**src/rtl/rate_gen_pkg.sv**
```systemverilog
package rate_gen_pkg;
  localparam int unsigned CD_W      = 16;
  localparam int unsigned BDIV_W    = 8;
  localparam logic [CD_W-1:0]   CD_RST   = 16'h028B;
  localparam logic [BDIV_W-1:0] BDIV_RST = 8'h0F;
endpackage

```
**src/rtl/rate_cfg.sv**
```systemverilog
module rate_cfg #(
  parameter int unsigned CD_W     = 16,
  parameter int unsigned BDIV_W   = 8,
  parameter logic [CD_W-1:0]   CD_RST   = '0,
  parameter logic [BDIV_W-1:0] BDIV_RST = '0
) (
  input  logic              clk_i,
  input  logic              rst_ni,
  input  logic              srst_i,
  input  logic              cd_we_i,
  input  logic [CD_W-1:0]   cd_i,
  input  logic              bdiv_we_i,
  input  logic [BDIV_W-1:0] bdiv_i,
  output logic [CD_W-1:0]   cd_o,
  output logic [BDIV_W-1:0] bdiv_o,
  output logic              restart_o
);
  logic [CD_W-1:0]   cd_q;
  logic [BDIV_W-1:0] bdiv_q;

  always_ff @(posedge clk_i or negedge rst_ni) begin
    if (!rst_ni) begin
      cd_q   <= CD_RST;
      bdiv_q <= BDIV_RST;
    end else if (srst_i) begin
      cd_q   <= CD_RST;
      bdiv_q <= BDIV_RST;
    end else begin
      if (cd_we_i)   cd_q   <= cd_i;
      if (bdiv_we_i) bdiv_q <= bdiv_i;
    end
  end

  // any reload restarts the whole chain at the same edge
  assign restart_o = srst_i | cd_we_i | bdiv_we_i;
  assign cd_o      = cd_q;
  assign bdiv_o    = bdiv_q;
endmodule

```
**src/rtl/sample_div.sv**
```systemverilog
module sample_div #(
  parameter int unsigned CD_W = 16
) (
  input  logic            clk_i,
  input  logic            rst_ni,
  input  logic            restart_i,
  input  logic            en_i,
  input  logic [CD_W-1:0] cd_i,
  output logic            tick_o
);
  localparam logic [CD_W-1:0] ONE = CD_W'(1);

  logic [CD_W-1:0] cnt_q;
  logic            cd_ok;
  logic            last;

  assign cd_ok  = cd_i > ONE;
  assign last   = cnt_q == (cd_i - ONE);
  assign tick_o = en_i & cd_ok & last;

  always_ff @(posedge clk_i or negedge rst_ni) begin
    if (!rst_ni)             cnt_q <= '0;
    else if (restart_i)      cnt_q <= '0;
    else if (en_i && cd_ok)  cnt_q <= last ? '0 : cnt_q + ONE;
  end
endmodule

```
**src/rtl/bit_div.sv**
```systemverilog
module bit_div #(
  parameter int unsigned BDIV_W = 8
) (
  input  logic              clk_i,
  input  logic              rst_ni,
  input  logic              restart_i,
  input  logic              step_i,
  input  logic [BDIV_W-1:0] bdiv_i,
  output logic              tick_o
);
  logic [BDIV_W-1:0] cnt_q;
  logic              last;

  assign last   = cnt_q == bdiv_i;
  assign tick_o = step_i & last;

  always_ff @(posedge clk_i or negedge rst_ni) begin
    if (!rst_ni)        cnt_q <= '0;
    else if (restart_i) cnt_q <= '0;
    else if (step_i)    cnt_q <= last ? '0 : cnt_q + BDIV_W'(1);
  end
endmodule

```
**src/rtl/uart_rate_gen.sv**
```systemverilog
module uart_rate_gen
  import rate_gen_pkg::*;
#(
  parameter int unsigned CD_W   = rate_gen_pkg::CD_W,
  parameter int unsigned BDIV_W = rate_gen_pkg::BDIV_W,
  parameter logic [CD_W-1:0]   CD_INIT   = rate_gen_pkg::CD_RST,
  parameter logic [BDIV_W-1:0] BDIV_INIT = rate_gen_pkg::BDIV_RST
) (
  input  logic              clk_i,
  input  logic              rst_ni,
  input  logic              srst_i,
  input  logic              en_i,
  input  logic              cd_we_i,
  input  logic [CD_W-1:0]   cd_i,
  input  logic              bdiv_we_i,
  input  logic [BDIV_W-1:0] bdiv_i,
  output logic              sample_tick_o,
  output logic              bit_tick_o
);
  logic [CD_W-1:0]   cd_q;
  logic [BDIV_W-1:0] bdiv_q;
  logic              restart;
  logic              s_tick;

  rate_cfg #(
    .CD_W(CD_W), .BDIV_W(BDIV_W), .CD_RST(CD_INIT), .BDIV_RST(BDIV_INIT)
  ) u_cfg (
    .clk_i     (clk_i),
    .rst_ni    (rst_ni),
    .srst_i    (srst_i),
    .cd_we_i   (cd_we_i),
    .cd_i      (cd_i),
    .bdiv_we_i (bdiv_we_i),
    .bdiv_i    (bdiv_i),
    .cd_o      (cd_q),
    .bdiv_o    (bdiv_q),
    .restart_o (restart)
  );

  sample_div #(.CD_W(CD_W)) u_sample (
    .clk_i     (clk_i),
    .rst_ni    (rst_ni),
    .restart_i (restart),
    .en_i      (en_i),
    .cd_i      (cd_q),
    .tick_o    (s_tick)
  );

  bit_div #(.BDIV_W(BDIV_W)) u_bit (
    .clk_i     (clk_i),
    .rst_ni    (rst_ni),
    .restart_i (restart),
    .step_i    (s_tick),
    .bdiv_i    (bdiv_q),
    .tick_o    (bit_tick_o)
  );

  assign sample_tick_o = s_tick;
endmodule

```
**config.mk**
```make
export PLATFORM = sky130hd
export DESIGN_NAME = uart_rate_gen
export DESIGN_NICKNAME = d
export VERILOG_FILES = /design/src/rtl/rate_gen_pkg.sv /design/src/rtl/rate_cfg.sv /design/src/rtl/sample_div.sv /design/src/rtl/bit_div.sv /design/src/rtl/uart_rate_gen.sv
export SDC_FILE = /design/constraint.sdc
export NUM_CORES = 1
export LEC_CHECK = 0
export BUFFER_PORTS_ARGS = -buffer_cell sky130_fd_sc_hd__buf_2
export CAP_MARGIN = 15
export CORE_MARGIN = 8
export CORE_UTILIZATION = 45
export DETAILED_ROUTE_END_ITERATION = 8
export GPL_TIMING_DRIVEN = 0
export HOLD_SLACK_MARGIN = 0.03
export PLACE_DENSITY = 0.64
export SYNTH_ARGS = -nofsm -noshare
export SYNTH_HDL_FRONTEND = slang
export SYNTH_SLANG_ARGS = --single-unit
```
**constraint.sdc**
```tcl
create_clock -name clk_i -period 4 [get_ports clk_i]
set_clock_uncertainty 0.2 [all_clocks]
set_input_delay 0.6 -clock clk_i [delete_from_list [all_inputs] [get_ports clk_i]]
set_output_delay 0.6 -clock clk_i [all_outputs]
set_load 0.02 [all_outputs]
```
[Yosys cells after proc, flatten, opt, wreduce, memory -nomap -nowiden]
Cells that the tools add are included.
Storage, ports and cells
  bits in latches: 0
  flip-flop bits (word level): 48
  word-level logic and storage cells: 30
  memory bits (read-only): 0
  memories kept: 0
  input port bits: 30
  memory bits (writable): 0
  output and inout bits: 2
Cells by class
  reductions and logical operators: 5
  shifts and indexed selects: 0
  $mul: 0
  multiplexer cells: 10
  equal/unequal tests: 2
  $lt $le $gt $ge: 1
  divide/modulo/power cells: 0
  bitwise gates (word level): 5
  add/sub/neg operators: 3
Operators with widths (number)
  $mux W16: 5
  $mux W8: 5
  $add A16 B1 Y16 const B: 1
  $eq A16 B16 Y1: 1
  $gt A16 B1 Y1 const B: 1
  $sub A16 B1 Y16 const B: 1
  $add A8 B1 Y8 const B: 1
  $eq A8 B8 Y1: 1
  $reduce_bool A2 Y1: 4
  $and A1 B1 Y1: 3
  $or A1 B1 Y1: 2
  $logic_and A1 B1 Y1: 1

[Depth between registers and ports, before layout]
Gate-level depths: netlist of the first run.
  depth in word-level cells: 5
  mapped depth: 11
  mapped depth without buffers: 9

[Modules after synthesis]
A second synthesis of the first run with hierarchy kept.
Second synthesis, totals
  cell total of the unflattened synthesis: 319
  area total of the unflattened synthesis: 3017.9 um^2
Modules (own cells, without submodules)
  sample_div: seq. area each 400.4 um^2, times used 1, area each 1465.2 um^2, cells an instance 182
  rate_cfg: seq. area each 611.8 um^2, times used 1, area each 1022.2 um^2, cells an instance 79
  bit_div: seq. area each 200.2 um^2, times used 1, area each 530.5 um^2, cells an instance 58

[Least setup slack after synthesis of the first run]
OpenSTA, ideal clock, no wires.
  kind: register to output
  start point: reg u_cfg.cd_q[0], in the netlist u_cfg.cd_o[0]
  end point: out sample_tick_o
  data required time: 3200 ps
  buffers on the path: 2
  arrival: 2709 ps
  setup slack: 491 ps
  cell stages (with the launch flop): 11
  cells stage by stage: dfstp_2 > inv_1 > ha_1 > clkbuf_1 > or3b_1 > o21ai_1 > or4b_1 > a211oi_2 > nand4_2 > buf_2 > nor2_1
On the way
  longest elaborated chain between the ends: 3
  elaborated cells between the ends (all ways): 5
  classes of those cells: add/sub (1); order compare (1); eq/ne (1); bitwise (2)
RTL lines
  start: declaration: line rate_cfg.sv:18  | logic [CD_W-1:0] cd_q;
  start signal: assignment: line rate_cfg.sv:29  | if (cd_we_i) cd_q <= cd_i;
  $sub A16 B1 Y16 / $gt A16 B1 Y1 (equally long branches): line sample_div.sv:18, sample_div.sv:17
  $eq A16 B16 Y1 / $and A1 B1 Y1 (equally long branches): line sample_div.sv:18, sample_div.sv:19
  $and A1 B1 Y1 *: line sample_div.sv:19  | assign tick_o = en_i & cd_ok & last;
  end: declaration: line uart_rate_gen.sv:17  | output logic sample_tick_o,
Mark *: on every way between the ends. The rest lies on a longest branch, timed or not.

[Final worst setup path of the first run]
  start point: reg u_cfg.cd_q[2], in the netlist u_cfg.cd_o[2]
  end point: out bit_tick_o
On the way
  longest elaborated chain between the ends: 4
  elaborated cells between the ends (all ways): 6
  classes of those cells: add/sub (1); order compare (1); eq/ne (1); bitwise (3)
RTL lines
  $sub A16 B1 Y16 / $gt A16 B1 Y1 (equally long branches): line sample_div.sv:18, sample_div.sv:17
  $eq A16 B16 Y1 / $and A1 B1 Y1 (equally long branches): line sample_div.sv:18, sample_div.sv:19
  $and A1 B1 Y1 *: line sample_div.sv:19
  $and A1 B1 Y1 *: line bit_div.sv:15  | assign tick_o = step_i & last;
  end: declaration: line uart_rate_gen.sv:18  | output logic bit_tick_o
Marked as above.

==> results of run 1 <==
worst paths after layout:
kind	startpoint	depth (start not counted)	to
max in group asynchronous	rst_ni	3	u_cfg.bdiv_o[3]
hold / removal	bdiv_i[2]	3	u_cfg.bdiv_o[2]
setup / recovery	u_cfg.cd_o[2]	9	bit_tick_o
setup reg to reg	u_cfg.cd_o[1]	11	u_sample.cnt_q[9]
hold reg to reg	u_cfg.bdiv_o[4]	2	u_cfg.bdiv_o[4]
min in group asynchronous	rst_ni	2	u_cfg.cd_o[2]
repair_timing:
item	4_1_cts	5_1_grt
pin swaps	0	2
gates resized for setup	5	4
endpoints found under the setup margin	2	2
buffers inserted	0	3
hold buffers	0	1
hold endpoints to repair	0	3
area by class of cell:
cell class	count	area, um^2
timing repair buffer	34	198
inverter	9	33.8
clock inverter	2	35.0
sequential	48	1210
buffer	15	61.3
clock buffer	6	72.6
multi-input combinational	243	1700
tap	77	96.3
fill	597	2970
layout by cell type, fill, tap and decap left out, types with 2 or more instances in the layout:
master	count
and3_1	8
a21oi_1	7
o2111ai_1	3
or3_1	2
clkbuf_8	5
nand3_1	8
inv_1	8
nor4_1	8
dfstp_2	9
nor4_2	2
nand4_1	12
nor2_1	37
o21ai_0	11
o21a_1	9
xnor2_1	22
or4_1	3
dfrtp_1	39
o21ai_1	2
mux2i_1	25
buf_4	3
nand2_1	16
nor2b_1	3
nand2b_1	5
o31a_1	2
nor3b_1	2
a31oi_1	2
buf_1	2
xor2_1	19
ha_1	3
nor3_1	7
o211ai_1	3
clkbuf_1	10
buf_2	33
per-layer routing:
metal  track usage  vias up  share of wire
li1              -     1207              -
met1         0.185     1161           0.46
met2         0.260       39           0.49
met3        0.0320       10          0.035
met4        0.0408        0          0.014
met5             0        -              0
report_power, final:
group	switching (mW)	internal [mW]	total, mW	leakage (nW)
logic	0.0725	0.0525	0.125	0.766
clock network	0.165	0.186	0.351	0.0552
registers	0.0158	0.503	0.519	0.629
cell usage after synthesis, drive strengths merged (3+ instances only):
master / instances
dfrtp: 39
dfstp: 9
mux2i: 25
nor3: 7
nand2: 16
clkbuf: 10
ha: 4
xnor2: 22
nand2b: 5
nand3: 8
nor2b: 3
or4: 4
and3: 8
buf: 7
nor2: 37
o211ai: 3
nor4: 10
a21oi: 8
nor3b: 3
o21ai: 13
o21a: 9
xor2: 19
nand4: 13
o2111ai: 3
inv: 8
registers in the layout (all words and copies together), names as in the netlist:
| name | flops |
|---|---|
| u_cfg.cd_o | 16 |
| u_sample.cnt_q | 16 |
| u_bit.cnt_q | 8 |
| u_cfg.bdiv_o | 8 |
cells by family (layout without fill, tap and decap cells):
| group | count (synthesis) | after routing | synth area share |
|---|---|---|---|
| xor gates and xnor gates | 41 | 41 | 0.121 |
| DFF | 48 | 48 | 0.407 |
| muxes | 25 | 25 | 0.0841 |
| and+or+nand+nor | 122 | 122 | 0.220 |
| buffers and inverters | 26 | 66 | 0.0349 |
| adders and majority gates | 4 | 4 | 0.0168 |
| AOI/OAI and AO/OA | 51 | 51 | 0.116 |
metrics by stage:
step / power (mW) / instances
final: 0.995 / 434
after global routing: 1.04 / 434
after CTS: 1.00 / 429
after detailed placement: 0.646 / 423
after global placement: 0.644 / 423
after floorplan: 0.601 / 317
worst max-delay path, delay by kind of cell, from the launching register on:
family                 cells  cell delay (ps)
DFF                        1              370
buffers and inverters      3              520
AOI/OAI and AO/OA          3              870
and+or+nand+nor            3              930
==> results by group, run 1 <==
Synthesis
  • Dominant synthesized flop cell: dfrtp_1
  • Yosys Warn Count: 0
  • Syn_nets: 351
  • Post-synth ARST share: 1.00
  • Yosys cell types: 50
  • Register area share after synthesis: 0.407
  • Synth Instances: 317
  • Synth top area share: 0.328
  • Post-synth top area cell: dfrtp_1
  • Synthesized cell area: 2980 um^2
  • Register bit total from synthesis: 48
  • Number of synthesized flops with an enable pin: 0
  • Syn Area/Cell: 9.39 um^2
  • Synth top area cells: dfrtp_1 33%, mux2i_1 8.4%, dfstp_2 7.9%

Timing
  • Setup TNS: 0 ps
  • Worst-Margin Slew: 958 ps
  • Final worst-path cycle share: 0.952
  • Final worst slack: 194 ps
  • Final Critical Period: between 3000 and 4000 ps
  • Final Hold Violating Endpoints: 0
  • Fmax: roughly 260 MHz
  • Hold slack: between 300 and 400 ps
  • Max transition margin: 0.356
  • Final setup vio count: 0
  • Final Slew Violations: 0

Floorplanning
  • Core area: 6390 um^2
  • Die area: 9470 um^2
  • Chip height: 97.3 um
  • Initial Utilization: 0.466
  • Die Width: between 90 and 100 um
  • Rows: 29
  • I/O pin count: 32

CTS
  • Root Buffer: clkbuf_8
  • CTS tree: yes
  • CTS buffer count: 5
  • H-tree depth: 2
  • Worst skew pair latency: 300 ps
  • Clk buf depth: 2
  • Clock sink count: 48
  • Clock Pin Slew Worst Setup and Hold Paths: 90 ps

Layout
  • Fin area: roughly 3400 um^2
  • Util after Layout: 0.534
  • Share of cells above drive strength 1: 0.182
  • Nets: 390
  • P&R area growth vs syn: 14.7%
  • Ant diodes: 0

Routing
  • DRT Wirelength: slightly below 7000 um
  • Vias per cell: 5.57
  • Number of remaining DRC errors: 0
  • Post-route ant nets: 0
  • Wire per inst: 16.0 um
  • DR pass1 iterations: 4
  • Via count: about 2400
  • Iter 0 DRT Violations: 114

Setup path
  • Crit path top cell by count: buf_2
  • Peak fanout along the critical path: 10
  • Critical path data arrival time: 3010 ps
  • Req. time, crit path: about 3200 ps
  • Slowest CP cell: or4_1
  • R2r setup slk: between 500 and 600 ps
  • Largest stage delay, worst path: 470 ps
  • Crit-path cells: buf_2 > or4_1 > clkbuf_1 > o41a_1 > a221o_1 > a21oi_2 > and4_2 > and3_1 > buf_2
  • Crit path launch type: register
  • CP Class: register to output pin
  • Critical Path End Type: output pin

Placed design
  • Placement Cell Area: 3220 um^2
  • Pre-CTS worst setup slack: between 70 and 80 ps
  • Port Buf Inserts: 29
  • Routability congestion estimate: about 0.86
  • Final HPWL DP: 5130 um

Status
  • Status: finished, final reports clean

Pwr
  • Pleak: between 1 and 1.5 nW
  • VDD IR max: around 0.16 mV
  • Pwr/cell area: between 200 and 300 nW/um^2

GRT
  • Vias in the first global route: 2527
  • Initial antenna violation count: 0
  • Global-route wire length before repair: 12200 um
  • Gr usage total: 0.151
  • Largest net degree at the start of global routing: 49
  • GR Overflow Total: 0

Job
  • Max-Cap Viols: 0

Min path
  • Hold Crit Class: primary input to register
Note: power is estimated with default switching activity, not from simulation.
==> inputs of run 2 (changes only) <==
--- a/config.mk
+++ b/config.mk
@@ -8,11 +8,11 @@
 export BUFFER_PORTS_ARGS = -buffer_cell sky130_fd_sc_hd__buf_2
 export CAP_MARGIN = 15
 export CORE_MARGIN = 8
-export CORE_UTILIZATION = 45
+export CORE_UTILIZATION = 55
 export DETAILED_ROUTE_END_ITERATION = 8
 export GPL_TIMING_DRIVEN = 0
 export HOLD_SLACK_MARGIN = 0.03
-export PLACE_DENSITY = 0.64
+export PLACE_DENSITY = 0.75
 export SYNTH_ARGS = -nofsm -noshare
 export SYNTH_HDL_FRONTEND = slang
 export SYNTH_SLANG_ARGS = --single-unit
==> constraint.sdc (replaced) <==
create_clock -name clk_i -period 4.8 [get_ports clk_i]
set_clock_uncertainty 0.2 [all_clocks]
set_input_delay 0.72 -clock clk_i [delete_from_list [all_inputs] [get_ports clk_i]]
set_output_delay 0.72 -clock clk_i [all_outputs]
set_load 0.02 [all_outputs]
==> results by group, run 2 (synthesis gave the netlist of run 1 again) <==
Status
  • Status: finished, final reports clean

Routing
  • DR pass1 iterations: 4
  • DRT Wirelength: 6850 um
  • Wire per inst: about 16 um
  • Iter 0 DRT Violations: 161
  • Via count: about 2400
  • Vias per cell: 5.72
  • Number of remaining DRC errors: 0
  • Post-route ant nets: 0

Job
  • Max-Cap Viols: 0

Timing
  • Worst-Margin Slew: 1120 ps
  • Final Slew Violations: 0
  • Final Critical Period: 4450 ps
  • Final Hold Violating Endpoints: 0
  • Max transition margin: 0.245
  • RSZ-0062 raised after global routing: false
  • Fmax: 225 MHz
  • Final setup vio count: 0
  • Final worst-path cycle share: 0.927
  • Setup TNS: 0 ps

Layout
  • Most common cell after layout, fill and taps aside: dfrtp_1
  • Fill cell count: around 450
  • FF/Latch Area: around 1200 um^2
  • Ant diodes: 0
  • Util after Layout: 0.642
  • Final Non-Filler Cells: about 430
  • Most frequent cells in the layout: 39 x dfrtp_1, 37 x nor2_1, 34 x buf_2
  • Area of the multi-input gates: 1660 um^2
  • Share of cells above drive strength 1: 0.161
  • P&R area growth vs syn: 11.6%
  • Nets: 388

Setup path
  • Reg-to-reg critical path startpoint: u_cfg.cd_o[1]
  • Critical Path End Type: output pin
  • R2r setup slk: between 1000 and 1500 ps
  • End of the worst register-to-register path: u_sample.cnt_q[6]
  • CP Launch Point: u_cfg.cd_o[1]
  • Req. time, crit path: around 3900 ps
  • CP Class: register to output pin
  • R2R cell count: 11
  • Peak fanout along the critical path: 10
  • Critical path data arrival time: between 3000 and 4000 ps
  • Crit path launch type: register

Min path
  • Hold Crit Class: primary input to asynchronous set/reset pin

GRT
  • GR Overflow Total: 0
  • Global-route wire length before repair: 11200 um
  • Largest net degree at the start of global routing: 49
  • Gr usage total: 0.185
  • Vias in the first global route: approximately 2400
  • Initial antenna violation count: 0

Placed design
  • Placed cells: between 400 and 500
  • Port Buf Inserts: 29
  • Final HPWL DP: 5130 um
  • Routability congestion estimate: 0.878

Floorplanning
  • I/O pin count: 32
  • Rows: 26
  • Die area: 8020 um^2
  • Chip height: 89.6 um
  • Die Width: 89.6 um
  • Core area: 5170 um^2
  • Initial Utilization: 0.575

CTS
  • Clock sink count: between 40 and 50
  • Worst skew pair latency: between 300 and 400 ps
  • Clk buf depth: 2
  • Number of post-CTS setup repair buffers: 0
  • Root Buffer: clkbuf_8
  • CTS buffer count: 5
  • CTS resizes: 0
  • CTS tree: yes
  • Clock Pin Slew Worst Setup and Hold Paths: approximately 90 ps
  • H-tree depth: 2
  • CTS Hold Bufs: 0

Pwr
  • VDD IR max: roughly 0.16 mV
  • Pleak: 1.42 nW
  • Pwr/cell area: 236 nW/um^2
==> run 2: report_power, final <==
group	leakage, nW	internal, mW	total, mW	switching (mW)
sequential	0.629	0.420	0.433	0.0130
combinational	0.751	0.0418	0.0996	0.0578
clock	0.0404	0.103	0.251	0.147
==> run 2: routing by layer <==
metal	GRT usage	up-vias	share of wire
met5	0	-	0
met4	0.0619	0	0.015
met3	0.0386	8	0.039
met2	0.301	47	0.47
met1	0.236	1168	0.48
li1	-	1209	-
==> run 2: how the worst max path moves through the flow <==
| stage | to | slack [ps] | depth (start not counted) |
|---|---|---|---|
| global placement | sample_tick_o | 830 | 11 |
| CTS | sample_tick_o | 370 | 11 |
| global route | sample_tick_o | 140 | 11 |
| finish | sample_tick_o | 350 | 11 |
| detailed placement | sample_tick_o | 750 | 11 |
| floorplan | sample_tick_o | 1170 | 10 |
==> run 2: cell type report <==
| type | count | area share |
|---|---|---|
| timing repair buffer | 30 | 0.0497 |
| clock inverter | 3 | 0.00716 |
| buffer | 17 | 0.0211 |
| sequential | 48 | 0.365 |
| multi-input combinational | 243 | 0.500 |
| inverter | 9 | 0.0102 |
| clock buffer | 5 | 0.0207 |
| tap | 70 | 0.0264 |
==> run 2: worst max-delay path, cell delays in order (launching register included) <==
cell and delay [ps]:
dfstp_2 400, inv_1 100, ha_1 170, clkbuf_1 270, nor3b_1 430, a21oi_1 120
or4b_1 550, a211oi_2 310, nand4_2 300, buf_2 290, nor2_1 100, buf_2 170
==> run 2: through the flow <==
stage,hold WS (ps),instance area (um^2),total power [mW],setup WS [ps]
2_1_floorplan,224,2980,0.501,1170
3_3_place_gp,334,3210,0.535,834
3_5_place_dp,346,3210,0.538,753
4_1_cts,366,3300,0.786,374
5_1_grt,162,3320,0.816,144
6_report,146,3320,0.783,353
==> inputs of run 3 (changes only) <==
--- a/config.mk
+++ b/config.mk
@@ -12,6 +12,7 @@
 export DETAILED_ROUTE_END_ITERATION = 8
 export GPL_TIMING_DRIVEN = 0
 export HOLD_SLACK_MARGIN = 0.03
+export MAX_ROUTING_LAYER = met4
 export PLACE_DENSITY = 0.75
 export SYNTH_ARGS = -nofsm -noshare
 export SYNTH_HDL_FRONTEND = slang
==> results by group, run 3 (synthesis gave the netlist of run 1 again) <==
Status
  • Status: finished, final reports clean

Pwr
  • Pwr/cell area: approximately 240 nW/um^2
  • Psw: 217 uW
  • Pleak: between 1 and 1.5 nW
  • Internal: 565 uW
  • VDD IR max: 0.157 mV
  • Switching power share of the total: 0.277
  • Comb pwr share: 0.128
  • Final Power: ~780 uW
  • Clock power share: 0.319
  • Register share of total power: 0.553

Routing
  • Vias per cell: 5.73
  • DR pass1 iterations: 4
  • Via count: 2437
  • Post-route ant nets: 0
  • Number of remaining DRC errors: 0
  • DRT Wirelength: 6820 um
  • Iter 0 DRT Violations: about 130
  • Wire per inst: 16.1 um

Setup path
  • Slowest CP cell: or4b_1
  • Reg-to-reg critical path startpoint: u_cfg.cd_o[1]
  • Largest stage delay, worst path: 540 ps
  • Crit path launch type: register
  • Req. time, crit path: ~3900 ps
  • End of the worst register-to-register path: u_sample.cnt_q[7]
  • CP Class: register to output pin
  • R2r setup slk: 1080 ps
  • Crit-path cells: inv_1 > ha_1 > clkbuf_1 > nor3b_1 > a21oi_1 > or4b_1 > a211oi_2 > nand4_2 > buf_2 > nor2_1 > buf_2
  • R2R cell count: 11
  • Crit path top cell by count: buf_2
  • CP Launch Point: u_cfg.cd_o[1]
  • Critical Path End Type: output pin
  • Critical path data arrival time: 3520 ps
  • Peak fanout along the critical path: 10

Timing
  • Hold slack: 159 ps
  • Setup TNS: 0 ps
  • Worst-Margin Slew: 1090 ps
  • Final Critical Period: 4440 ps
  • Final Slew Violations: 0
  • Max transition margin: 0.264
  • Final worst-path cycle share: 0.926
  • Final Hold Violating Endpoints: 0
  • RSZ-0062 raised after global routing: false
  • Fmax: 225 MHz
  • Final setup vio count: 0

Floorplanning
  • Core area: slightly above 5000 um^2
  • I/O pin count: 32
  • Die Width: 89.6 um
  • Initial Utilization: 0.575
  • Chip height: 89.6 um
  • Die area: between 8000 and 9000 um^2
  • Rows: 26

CTS
  • Worst skew pair latency: between 300 and 400 ps
  • Root Buffer: clkbuf_8
  • Number of post-CTS setup repair buffers: 0
  • Clock Pin Slew Worst Setup and Hold Paths: approximately 100 ps
  • CTS tree: yes
  • Clk buf depth: 2
  • Clock sink count: 48
  • CTS Hold Bufs: 0
  • CTS resizes: 0
  • H-tree depth: 2
  • CTS buffer count: 5

Layout
  • Util after Layout: 0.642
  • P&R area growth vs syn: 11.6%
  • Fill cell count: 451
  • Nets: between 300 and 400
  • Most frequent cells in the layout: 39 x dfrtp_1, 37 x nor2_1, 34 x buf_2
  • Ant diodes: 0
  • Share of cells above drive strength 1: 0.161
  • Most common cell after layout, fill and taps aside: dfrtp_1

GRT
  • Largest net degree at the start of global routing: 49
  • Initial antenna violation count: 0
  • GR Overflow Total: 0
  • Gr usage total: 0.191
  • Global-route wire length before repair: approximately 11000 um
  • Vias in the first global route: 2367

Placed design
  • Port Buf Inserts: 29
  • Final HPWL DP: 5130 um
  • Routability congestion estimate: between 0.8 and 0.9

Min path
  • Hold Crit Class: primary input to asynchronous set/reset pin

Job
  • Max-Cap Viols: 0
[run 3: cell counts in the layout (fill, tap and decap cells not counted)]
Identical to the previous run, type by type.
[run 3: worst max-delay path by stage]
| stage | endpoint | slack (ps) |
|---|---|---|
| 6_report | sample_tick_o | 360 |
| 4_1_cts | sample_tick_o | 370 |
| 3_5_place_dp | sample_tick_o | 750 |
| 2_1_floorplan | sample_tick_o | 1170 |
| 5_1_grt | sample_tick_o | 140 |
| 3_3_place_gp | sample_tick_o | 830 |
[run 3: cell type report]
cell class / instances / area [um^2] / area share
Inverter: 9 / 33.8 / 0.0102
Tap cell: 70 / 87.6 / 0.0264
Clock inverter: 3 / 23.8 / 0.00716
Multi-Input combinational cell: 243 / 1660 / 0.500
Sequential cell: 48 / 1210 / 0.365
Buffer: 17 / 70.1 / 0.0211
Timing Repair Buffer: 30 / 165 / 0.0497
Clock buffer: 5 / 68.8 / 0.0207
[run 3: stage by stage]
step	cell area (um^2)	cells	worst slack, ps
after CTS	3300	424	374
after floorplan	2980	317	1170
after global placement	3210	416	834
after detailed placement	3210	416	753
after global routing	3320	425	140
final	3320	425	357
[run 3: worst max-delay path: cells and delay by family (launching register included)]
| kind | cells | cell delay (ps) |
|---|---|---|
| buffers and inverters | 4 | 840 |
| adder cells (fa/ha/maj) | 1 | 170 |
| AO/OA/AOI/OAI | 2 | 430 |
| flip-flops | 1 | 400 |
| AND/OR/NAND/NOR | 4 | 1380 |
[run 3: power groups by stage]
stage                     combinational [mW]  clock (mW)  sequential (mW)
after floorplan                       0.0644           0            0.436
after global routing                   0.110       0.273            0.435
final                                 0.0997       0.249            0.433
after global placement                0.0949           0            0.440
after CTS                             0.0986       0.255            0.432
after detailed placement              0.0980           0            0.440
[run 3: metal layers]
| metal | track usage | share of wire | wire length [um] | up-vias |
|---|---|---|---|---|
| li1 | - | - | - | 1208 |
| met1 | 0.238 | 0.48 | 3250 | 1181 |
| met2 | 0.300 | 0.47 | 3200 | 37 |
| met3 | 0.0441 | 0.036 | 245 | 11 |
| met4 | 0.0574 | 0.018 | 125 | 0 |
| met5 | - | 0 | 0 | - |
